===== config.mk =====
export PLATFORM = sky130hd
export DESIGN_NAME = label_accept_filter
export DESIGN_NICKNAME = d
export VERILOG_FILES = /design/src/rtl/lbl_filt_pkg.sv /design/src/rtl/lbl_map_store.sv /design/src/rtl/lbl_decide.sv /design/src/rtl/label_accept_filter.sv
export SDC_FILE = /design/constraint.sdc
export NUM_CORES = 1
export LEC_CHECK = 0
export BUFFER_PORTS_ARGS = -buffer_cell sky130_fd_sc_hd__buf_2
export CAP_MARGIN = 20
export CELL_PAD_IN_SITES_DETAIL_PLACEMENT = 0
export CELL_PAD_IN_SITES_GLOBAL_PLACEMENT = 1
export CORE_MARGIN = 5
export CORE_UTILIZATION = 35
export DETAILED_ROUTE_END_ITERATION = 7
export PLACE_DENSITY = 0.7
export SLEW_MARGIN = 20
export SYNTH_ARGS = -nofsm -noshare
export SYNTH_HDL_FRONTEND = slang
export SYNTH_SLANG_ARGS = --single-unit

===== constraint.sdc =====
create_clock -name clk -period 8.99 [get_ports clk]
set_input_delay 1.798 -clock clk [delete_from_list [all_inputs] [get_ports clk]]
set_output_delay 1.798 -clock clk [all_outputs]
set_load 0.03 [all_outputs]

===== src/rtl/lbl_filt_pkg.sv =====
package lbl_filt_pkg;
  localparam int unsigned WORD_W_DEF  = 32;
  localparam int unsigned LABEL_W_DEF = 8;
  localparam int unsigned BYTE_W_DEF  = 8;

  // Position of bit i within map byte k.
  function automatic int unsigned map_pos(input int unsigned k, input int unsigned i,
                                          input int unsigned byte_w);
    return k * byte_w + i;
  endfunction
endpackage


===== src/rtl/lbl_map_store.sv =====
module lbl_map_store
  import lbl_filt_pkg::*;
#(
  parameter int unsigned LABEL_W = LABEL_W_DEF,
  parameter int unsigned BYTE_W  = BYTE_W_DEF,
  localparam int unsigned NUM_LBL = 1 << LABEL_W,
  localparam int unsigned NUM_BYT = NUM_LBL / BYTE_W,
  localparam int unsigned BIDX_W  = $clog2(NUM_BYT)
) (
  input  logic               clk,
  input  logic               rst_n,
  input  logic               fill_wr,
  input  logic               fill_val,
  input  logic               byte_wr,
  input  logic [BIDX_W-1:0]  byte_idx,
  input  logic [BYTE_W-1:0]  byte_data,
  input  logic               bit_wr,
  input  logic [LABEL_W-1:0] bit_addr,
  input  logic               bit_val,
  input  logic [BIDX_W-1:0]  rd_idx,
  output logic [BYTE_W-1:0]  rd_data,
  input  logic [LABEL_W-1:0] look_label,
  output logic               look_hit
);
  logic [NUM_LBL-1:0] map_q, map_d;

  // Writes in fixed order: fill, then byte, then bit.
  always_comb begin
    map_d = map_q;
    if (fill_wr) map_d = {NUM_LBL{fill_val}};
    if (byte_wr)
      for (int i = 0; i < int'(BYTE_W); i++)
        map_d[map_pos(int'(byte_idx), i, BYTE_W)] = byte_data[i];
    if (bit_wr) map_d[bit_addr] = bit_val;
  end

  always_ff @(posedge clk or negedge rst_n)
    if (!rst_n) map_q <= '0;
    else        map_q <= map_d;

  generate
    for (genvar g = 0; g < int'(BYTE_W); g++) begin : g_rd
      assign rd_data[g] = map_q[map_pos(int'(rd_idx), g, BYTE_W)];
    end
  endgenerate

  // Lookup uses the registered map: a same-cycle write is not yet visible.
  assign look_hit = map_q[look_label];

  logic wr_any;
  assign wr_any = fill_wr | byte_wr | bit_wr;

  AST_BIT_WRITE: assert property (@(posedge clk) disable iff (!rst_n)
    bit_wr |=> map_q[$past(bit_addr)] == $past(bit_val));
  AST_FILL_ALL: assert property (@(posedge clk) disable iff (!rst_n)
    (fill_wr && !byte_wr && !bit_wr) |=> ($countones(map_q) == ($past(fill_val) ? NUM_LBL : 0)));
  AST_BYTE_OVER_FILL: assert property (@(posedge clk) disable iff (!rst_n)
    (fill_wr && byte_wr && !bit_wr) |=>
      map_q[map_pos(int'($past(byte_idx)), 0, BYTE_W)] == $past(byte_data[0]));
  AST_MAP_STABLE: assert property (@(posedge clk) disable iff (!rst_n)
    !wr_any |=> $stable(map_q));
endmodule


===== src/rtl/lbl_decide.sv =====
module lbl_decide
  import lbl_filt_pkg::*;
#(
  parameter int unsigned WORD_W  = WORD_W_DEF,
  parameter int unsigned LABEL_W = LABEL_W_DEF
) (
  input  logic               in_valid,
  input  logic [WORD_W-1:0]  in_word,
  input  logic               filt_on,
  input  logic               look_hit,
  output logic [LABEL_W-1:0] label,
  output logic               accept
);
  assign label  = in_word[LABEL_W-1:0];
  assign accept = in_valid & (~filt_on | look_hit);
endmodule


===== src/rtl/label_accept_filter.sv =====
module label_accept_filter
  import lbl_filt_pkg::*;
#(
  parameter int unsigned WORD_W  = WORD_W_DEF,
  parameter int unsigned LABEL_W = LABEL_W_DEF,
  parameter int unsigned BYTE_W  = BYTE_W_DEF,
  localparam int unsigned NUM_LBL = 1 << LABEL_W,
  localparam int unsigned BIDX_W  = $clog2(NUM_LBL / BYTE_W)
) (
  input  logic               clk,
  input  logic               rst_n,
  input  logic               en_wr,
  input  logic               en_din,
  input  logic               fill_wr,
  input  logic               fill_val,
  input  logic               byte_wr,
  input  logic [BIDX_W-1:0]  byte_idx,
  input  logic [BYTE_W-1:0]  byte_data,
  input  logic               bit_wr,
  input  logic [LABEL_W-1:0] bit_addr,
  input  logic               bit_val,
  input  logic [BIDX_W-1:0]  rd_idx,
  output logic [BYTE_W-1:0]  rd_data,
  input  logic               in_valid,
  input  logic [WORD_W-1:0]  in_word,
  output logic               out_valid,
  output logic [WORD_W-1:0]  out_word
);
  logic               filt_on_q;
  logic [LABEL_W-1:0] label;
  logic               look_hit;
  logic               accept;

  lbl_map_store #(.LABEL_W(LABEL_W), .BYTE_W(BYTE_W)) i_store (
    .clk(clk), .rst_n(rst_n),
    .fill_wr(fill_wr), .fill_val(fill_val),
    .byte_wr(byte_wr), .byte_idx(byte_idx), .byte_data(byte_data),
    .bit_wr(bit_wr), .bit_addr(bit_addr), .bit_val(bit_val),
    .rd_idx(rd_idx), .rd_data(rd_data),
    .look_label(label), .look_hit(look_hit)
  );

  lbl_decide #(.WORD_W(WORD_W), .LABEL_W(LABEL_W)) i_decide (
    .in_valid(in_valid), .in_word(in_word), .filt_on(filt_on_q),
    .look_hit(look_hit), .label(label), .accept(accept)
  );

  always_ff @(posedge clk or negedge rst_n)
    if (!rst_n)     filt_on_q <= 1'b0;
    else if (en_wr) filt_on_q <= en_din;

  always_ff @(posedge clk or negedge rst_n)
    if (!rst_n) begin
      out_valid <= 1'b0;
      out_word  <= '0;
    end else begin
      out_valid <= accept;
      if (accept) out_word <= in_word;
    end

  AST_PASS_WHEN_OFF: assert property (@(posedge clk) disable iff (!rst_n)
    (in_valid && !filt_on_q) |=> (out_valid && out_word == $past(in_word)));
  AST_REJECT_SILENT: assert property (@(posedge clk) disable iff (!rst_n)
    (in_valid && filt_on_q && !look_hit) |=> (!out_valid && $stable(out_word)));
  AST_IDLE_QUIET: assert property (@(posedge clk) disable iff (!rst_n)
    !in_valid |=> (!out_valid && $stable(out_word)));
  AST_ENABLE_LOAD: assert property (@(posedge clk) disable iff (!rst_n)
    en_wr |=> filt_on_q == $past(en_din));
endmodule


Word-level counts from Yosys, hierarchy flattened
Index checks and enable logic that the tools add are counted.
Word-level totals
  bits in registers: 290
  input bits: 68
  output and inout port bits: 41
  logic and storage cells: 105
Operators by class
  add/subtract/negate cells: 14
  order comparisons: 27
  muxes and demuxes: 48
  bitwise logic cells: 3
  reduce and logical (&&, ||, !) cells: 9
Operator list (number)
  bitwise mux 256 bit: 9
  2-to-1 mux 256 bit: 3
  < comparator 32 x 9 -> 1 bit, second input constant: 14
  greater-or-equal comparator 32 x 1 -> 1 bit, second input constant: 7
  adder 8 x 3 -> 9 bit, second input constant: 8
  binary-select mux 1 bit (select 8 bit): 8
  demux 1 bit (select 8 bit): 8
  adder 8 x 2 -> 9 bit, second input constant: 4
  < comparator 8 x 9 -> 1 bit, second input constant: 4
  adder 8 x 1 -> 9 bit, second input constant: 2
  2-to-1 mux 1 bit: 18
  greater-or-equal comparator 8 x 1 -> 1 bit, second input constant: 2
  logical AND 1 bit: 9
  binary-select mux 1 bit (select 5 bit): 1
  demux 1 bit (select 5 bit): 1
  bitwise AND 1 bit: 1
  NOT 1 bit: 1
  OR 1 bit: 1

Depth between registers and ports, before layout
Gate-level depths: netlist of the first run.
  depth after elaboration: 15
  depth in mapped cells: 13
  mapped depth without buffers: 7

Modules after synthesis
From an unflattened synthesis of the first run, not the netlist that was laid out.
Unflattened totals
  cell total of the unflattened synthesis: 2067
  area total of the unflattened synthesis: 20327.0 um^2
Modules (own cells, without submodules)
  lbl_map_store: times used 1, cells an instance 1986, area an instance 18849.3 um^2, sequential area each 6406.1 um^2
  label_accept_filter: times used 1, cells an instance 71, area an instance 1406.3 um^2, sequential area each 850.8 um^2
  lbl_decide: times used 1, cells an instance 10, area an instance 71.3 um^2, sequential area each 0.0 um^2

Worst setup path before layout of the first run
No wires, ideal clock.
  path kind: input to output
  start point: input port rd_idx[1]
  end point: output port rd_data[4]
  data arrival time: 4.171 ns
  required time: 7.192 ns
  setup slack: 3.021 ns
  stages on the path: 5
  path buffers: 2
  cells stage by stage: clkbuf_1 -> buf_1 -> mux4_2 -> mux4_2 -> mux2_2
On the way
  word-level cells in the longest chain between the ends: 3
RTL lines
  start, declared: line label_accept_filter.sv:22  | input logic [BIDX_W-1:0] rd_idx,
  adder 8 x 3 -> 9 bit: line lbl_filt_pkg.sv:9  | return k * byte_w + i;
  binary-select mux 1 bit (select 8 bit): line lbl_map_store.sv:43  | assign rd_data[g] = map_q[map_pos(int'(rd_idx), g, BYTE_W)];
  2-to-1 mux 1 bit (not written as such): line lbl_map_store.sv:43
  end, declared: line label_accept_filter.sv:23  | output logic [BYTE_W-1:0] rd_data,
Every way passes these cells. The select of a mux whose other input is x is not followed.

Final worst setup path of the first run
  start point: input port rd_idx[0]
  end point: output port rd_data[1]
On the way
  word-level cells in the longest chain between the ends: 3
RTL lines (line)
  adder 8 x 1 -> 9 bit: lbl_filt_pkg.sv:9
  binary-select mux 1 bit (select 8 bit): lbl_map_store.sv:43
  2-to-1 mux 1 bit (not written as such): lbl_map_store.sv:43
Every way passes these cells. The select of a mux whose other input is x is not followed.

==> flow_summary.toml, run 1 <==
[synthesis]
synth_edf_count = 0
ys_seq_elements = 290
yosysWarnings = 0
seq_area_frac_synth = 0.360
ys_types = 57
synthFlopType = "dfrtp_1"
syn_avg_cell_area_um2 = 10.0
synth_top_area_cell = "dfrtp_1"
synth_cells = 2016
syn-num-nets = 2084
syn_area_mm2 = 0.0202
ys_top_cells_by_area = "dfrtp_1 (36%), mux4_2 (15%), a221oi_1 (11%)"
async_flop_share = 1.00
synth.top_cell.area_share = 0.360

[timing]
setup_violations = 0
totalNegativeSetupSlack_ps = 0
fin_skew_ps = 16.4
slew_viol_final = 0
rsz0062_at_grt = "no"
fin_crit_ps = 6110
fin_crit_sh = 0.679
slew-limit-headroom = 0.222
worst_pin_slew_ps = 1160
finalHoldViolCount = 0
fmax_ghz = 0.164
fin_ws_ps = 2880

[floorplan]
ioPinCount = 109
die_area_mm2 = 0.0626
start_util = 0.352
num_rows = 88
die_height_um = 250
fp.coreArea_mm2 = 0.0574
die_x_um = 250

[clock_network]
cts_buffers = 35
postCtsSetupRepairBufs = 0
htree_levels = 2
clkTransAtPathRegs_ps = 60
cts.path.max_buffers = 3
clkLatencyLatePin_ps = 550
clock-sinks = 290
hold_buffers = 0
cts_tree = "built"
cts_resized = 0
root_buffer = "clkbuf_16"

[finish]
num-fill-cells = 5438
drive_gt1_frac = 0.349
seqCellArea_mm2 = 0.00726
postLayoutCoreUtil = 0.388
nets = 1978
multi_input_area_mm2 = 0.0119
areaGrowthSynthToFinish_pct = 10.3

[outcome]
status = "finished, final reports clean"

[global_route]
grt_overflow_total = 0
grt_usage = 0.250
grt_pass1_wl_mm = 122
grt_max_degree = 159
antenna_found_initial = 7
grt_pass1_vias = 18000

[setup_path]
cp_max_fo = 64
critPathRequiredTime_ps = 7190
crit_path_start_kind = "primary input"
crit_path_end_kind = "output port"
critPathKind = "primary input to output port"
worstPathArrival_ps = 4310

[run]
max-cap-violations = 0

[detailed_routing]
routed_via_density = 7.09
drt_iter0_drc = 2782
vias = 19200
ant_nets = 0
drc = 0
drt_wl_total_mm = 81.8
drt_first_pass_iters = 8
routedWlPerCell_um = 30.3

[placed_design]
io_buffers = 108
dp_hpwl_mm = 51.1
pre_cts_slack_ps = 2870
place.gp.congestion = 1.03

[power_and_ir_drop]
p_per_area_mw_per_mm2 = 189
leakage_nw = 8.63
peakVddDrop_uv = 151

[min_path]
hold_class = "flop to flop"
## cell usage after synthesis, types with 3 or more instances
library cell	number
nor4_1	3
nor2_1	285
a22oi_1	11
and3_1	4
a221oi_1	253
nand3b_1	4
buf_1	13
a211oi_1	4
mux2i_1	24
nand4_1	3
buf_6	11
clkbuf_1	254
mux2_4	28
nor2b_1	7
dfrtp_1	290
nand3_1	13
and3b_1	6
a31oi_1	5
nand2b_1	9
nor3_1	11
mux2_2	20
o21ai_0	6
o22ai_1	4
mux4_2	131
nor3b_1	5
a21oi_1	261
nand2_1	52
buf_4	7
inv_1	5
buf_2	3
a31o_2	253
## state kept, by name (all words and copies together) (netlist names)
| name | count |
|---|---|
| i_store.map_q | 256 |
| filt_on_q | 1 |
| out_word | 32 |
| out_valid | 1 |
## where the power goes
group	switching (mW)	internal, mW	leakage, nW	total, mW
logic	0.529	0.458	4.51	0.987
clock network	0.602	0.983	0.626	1.59
registers	0.188	1.46	3.50	1.64
total	1.32	2.90	8.63	4.22
## layer usage
layer | global-route usage | wire length (um)
met1 | 0.353 | 32700
met2 | 0.362 | 35000
met3 | 0.0645 | 10000
met4 | 0.108 | 4010
met5 | 0 | 28
## critical path, stage by stage
cell	delay (ps)
buf_4	750
mux4_2	610
mux4_2	550
mux2_2	350
buf_2	200
## placed cells by master (no fill, tap or decap), types with 3 or more instances in the layout
cell,instances
dfrtp_1,290
nor2_1,264
a21oi_1,261
a221oi_1,253
a31o_2,253
mux4_2,131
buf_2,102
nand2_1,52
buf_4,39
clkbuf_16,37
mux2_4,28
mux2i_1,24
mux2_2,20
nand3_1,13
clkbuf_8,12
nor3_2,11
nor2_2,11
a22oi_1,11
nor2_4,10
nand2b_1,9
nor2b_1,7
and3b_1,6
o21ai_0,6
nor3b_1,5
a31oi_1,5
bufinv_16,5
and3_1,4
nand3b_1,4
inv_1,4
o22ai_1,4
a211oi_1,4
clkinv_2,4
clkbuf_1,4
diode_2,3
nand4_1,3
## per-stage QoR
stage                     instances  hold slack [ps]  instance area, um2  power [mW]
after floorplan                2016              481               20200        2.29
after global placement         2638              487               20900        2.61
after detailed placement       2638              488               20900        2.63
after CTS                      2700              506               22200        4.21
after global routing           2700              515               22200        4.35
final                          2703              503               22300        4.22
## cell type report
cell class,count,share of cell area
Multi-Input combinational cell,1432,0.533
Sequential cell,290,0.326
Clock buffer,52,0.0491
Tap cell,765,0.0430
Timing Repair Buffer,145,0.0388
Clock inverter,10,0.00798
Inverter,6,0.00124
Antenna cell,3,0.000337
## final timing paths
kind | start | to | slack, ps | depth (start not counted)
setup / recovery | rd_idx[0] | rd_data[1] | 2880 | 5
hold / removal | out_word[31]$_DFFE_PN0P_ | out_word[31]$_DFFE_PN0P_ | 500 | 1
setup reg to reg | i_store.map_q[77]$_DFF_PN0_ | out_word[13]$_DFFE_PN0P_ | 5950 | 8
hold reg to reg | out_word[31]$_DFFE_PN0P_ | out_word[31]$_DFFE_PN0P_ | 500 | 1
max in group asynchronous | rst_n | i_store.map_q[204]$_DFF_PN0_ | 6170 | 2
min in group asynchronous | rst_n | out_word[20]$_DFFE_PN0P_ | 1240 | 1
## cells by family (layout without fill, tap and decap cells)
logic type             count (synthesis)  in the layout  share of synthesized area
AOI/OAI and AO/OA                    817            817                      0.304
DFF                                  290            290                      0.360
and+or+nand+nor                      412            412                     0.0863
other                                  0              3                          0
muxes                                203            203                      0.190
buffers and inverters                294            213                     0.0603
Power figures use the tool's default switching activity.
==> run 2: changes to the inputs <==
--- a/config.mk
+++ b/config.mk
@@ -12,7 +12,7 @@
 export CORE_MARGIN = 5
 export CORE_UTILIZATION = 35
 export DETAILED_ROUTE_END_ITERATION = 7
-export PLACE_DENSITY = 0.7
+export PLACE_DENSITY = 0.72
 export SLEW_MARGIN = 20
 export SYNTH_ARGS = -nofsm -noshare
 export SYNTH_HDL_FRONTEND = slang
==> constraint.sdc (replaced) <==
create_clock -name clk -period 5.02 [get_ports clk]
set_input_delay 1.004 -clock clk [delete_from_list [all_inputs] [get_ports clk]]
set_output_delay 1.004 -clock clk [all_outputs]
set_load 0.03 [all_outputs]
==> flow_summary.toml, run 2 (same netlist as run 1, synthesis figures left out) <==
[setup_path]
crit_slowest_cell = "mux4_2"
reg2reg_from = "i_store.map_q[219]$_DFF_PN0_"
crit_path_frequent_cell = "mux4_2"
ff2ff_setup_slack_ps = 2070
crit_path_start_kind = "primary input"
worstPathArrival_ps = 3200
crit_path_end_kind = "output port"
worstPathCellList = "buf_4 > buf_12 > mux4_2 > mux4_2 > mux2_2 > buf_2"
path_buf_inv = 3
path_delay_family = "multiplexers"
cp_max_fo = 34
max_stage_delay_ps = 570
critPathKind = "primary input to output port"
crit_path_start = "rd_idx[1]"
critPathRequiredTime_ps = 4020

[detailed_routing]
drt_wl_total_mm = 82.8
routedWlPerCell_um = 30.5
vias = 19200
drt_iter0_drc = 2812
drc = 0
drt_first_pass_iters = 6
ant_nets = 0
routed_via_density = 7.05

[timing]
slew_viol_final = 0
rsz0062_at_grt = "no"
fin_crit_sh = 0.838
fin_crit_ps = 4210
fin_skew_ps = 16.0
worst_pin_slew_ps = 1160
fmax_ghz = 0.238
whs_ps = 498
slew-limit-headroom = 0.225
setup_violations = 0
finalHoldViolCount = 0
totalNegativeSetupSlack_ps = 0

[finish]
largest_reg_flops = 256
drive_gt1_frac = 0.352
areaGrowthSynthToFinish_pct = 10.9
reg_top3 = "i_store.map_q x256, out_word x32"
final_cell_mix = "dfrtp_1 (290), nor2_1 (264), a21oi_1 (261)"
final_common_cell = "dfrtp_1"
nets = 1994
num-fill-cells = 5465
largest_register = "i_store.map_q"

[clock_network]
htree_levels = 2
root_buffer = "clkbuf_16"
postCtsSetupRepairBufs = 0
cts_tree = "built"
cts_resized = 0
cts_buffers = 35
cts.path.max_buffers = 3
hold_buffers = 0
clkLatencyLatePin_ps = 560
clkTransAtPathRegs_ps = 60
clock-sinks = 290

[floorplan]
die_x_um = 250
die_height_um = 250
num_rows = 88
fp.coreArea_mm2 = 0.0574
ioPinCount = 109
die_area_mm2 = 0.0626
start_util = 0.352

[power_and_ir_drop]
p_int_mw = 5.00
p_switching_mw = 2.35
peakVddDrop_uv = 235
p_comb_frac = 0.245
p_per_area_mw_per_mm2 = 328
switching_share = 0.320
pwr-share-seq = 0.398
leakage_nw = 8.69
pwr-share-clk = 0.357

[outcome]
status = "finished, final reports clean"

[global_route]
grt_max_degree = 104
grt_usage = 0.252
antenna_found_initial = 6
grt_overflow_total = 0
grt_pass1_vias = 18100
grt_pass1_wl_mm = 123

[placed_design]
io_buffers = 108
place.gp.congestion = 0.969
dp_hpwl_mm = 51.5

[run]
max-cap-violations = 0

[min_path]
hold_class = "primary input to async pin"
==> run 2: cell types whose count changed in the layout (fill, tap and decap cells not counted) <==
cell	previous run	this run
bufinv_16	5	2
nor2_2	11	9
buf_12	1	10
clkbuf_1	4	8
clkbuf_8	12	8
buf_6	1	0
nor2_4	10	12
clkinv_4	0	1
buf_8	1	2
clkinv_2	4	5
buf_4	39	46
==> run 2: layout make-up <==
class	count	area, um2	share of cell area
Multi-Input combinational cell	1432	11900	0.531
Sequential cell	290	7260	0.324
Timing Repair Buffer	161	1100	0.0491
Clock buffer	52	1050	0.0470
Tap cell	765	957	0.0428
Clock inverter	9	101	0.00453
Inverter	6	27.5	0.00123
Antenna cell	3	7.51	0.000335
==> run 2: path summary, 6_finish.rpt <==
path                                                end  cells past startpoint
min reg2reg                    out_word[27]$_DFFE_PN0P_                      1
min in group clk               out_word[27]$_DFFE_PN0P_                      1
max reg2reg                    out_word[15]$_DFFE_PN0P_                      8
min                         i_store.map_q[21]$_DFF_PN0_                      1
max                                          rd_data[4]                      6
max in group asynchronous  i_store.map_q[241]$_DFF_PN0_                      2
==> run 2: power groups by stage <==
stage | registers (mW) | clock network (mW) | logic, mW
2_1_floorplan | 2.91 | 0 | 1.19
4_1_cts | 2.91 | 2.66 | 1.78
3_5_place_dp | 2.95 | 0 | 1.78
6_report | 2.93 | 2.62 | 1.80
3_3_place_gp | 2.95 | 0 | 1.73
5_1_grt | 2.94 | 2.75 | 1.91
==> run 2: layer usage <==
| metal | track usage | vias up | wire length, um |
|---|---|---|---|
| li1 | - | 7825 | - |
| met1 | 0.352 | 9775 | 33200 |
| met2 | 0.379 | 1332 | 36400 |
| met3 | 0.0640 | 222 | 9370 |
| met4 | 0.0979 | 6 | 3790 |
| met5 | 0 | - | 35 |
==> run 2: through the flow <==
step                      instance area, um2  power, mW  worst slack, ps   util  std cells
after floorplan                        20200       4.09              639      -       2016
after global placement                 21200       4.68              768  0.369       2653
after detailed placement               21200       4.73              732  0.369       2654
after CTS                              22300       7.35              832  0.389       2715
after global routing                   22400       7.61              756  0.390       2716
final                                  22400       7.35              812  0.390       2718
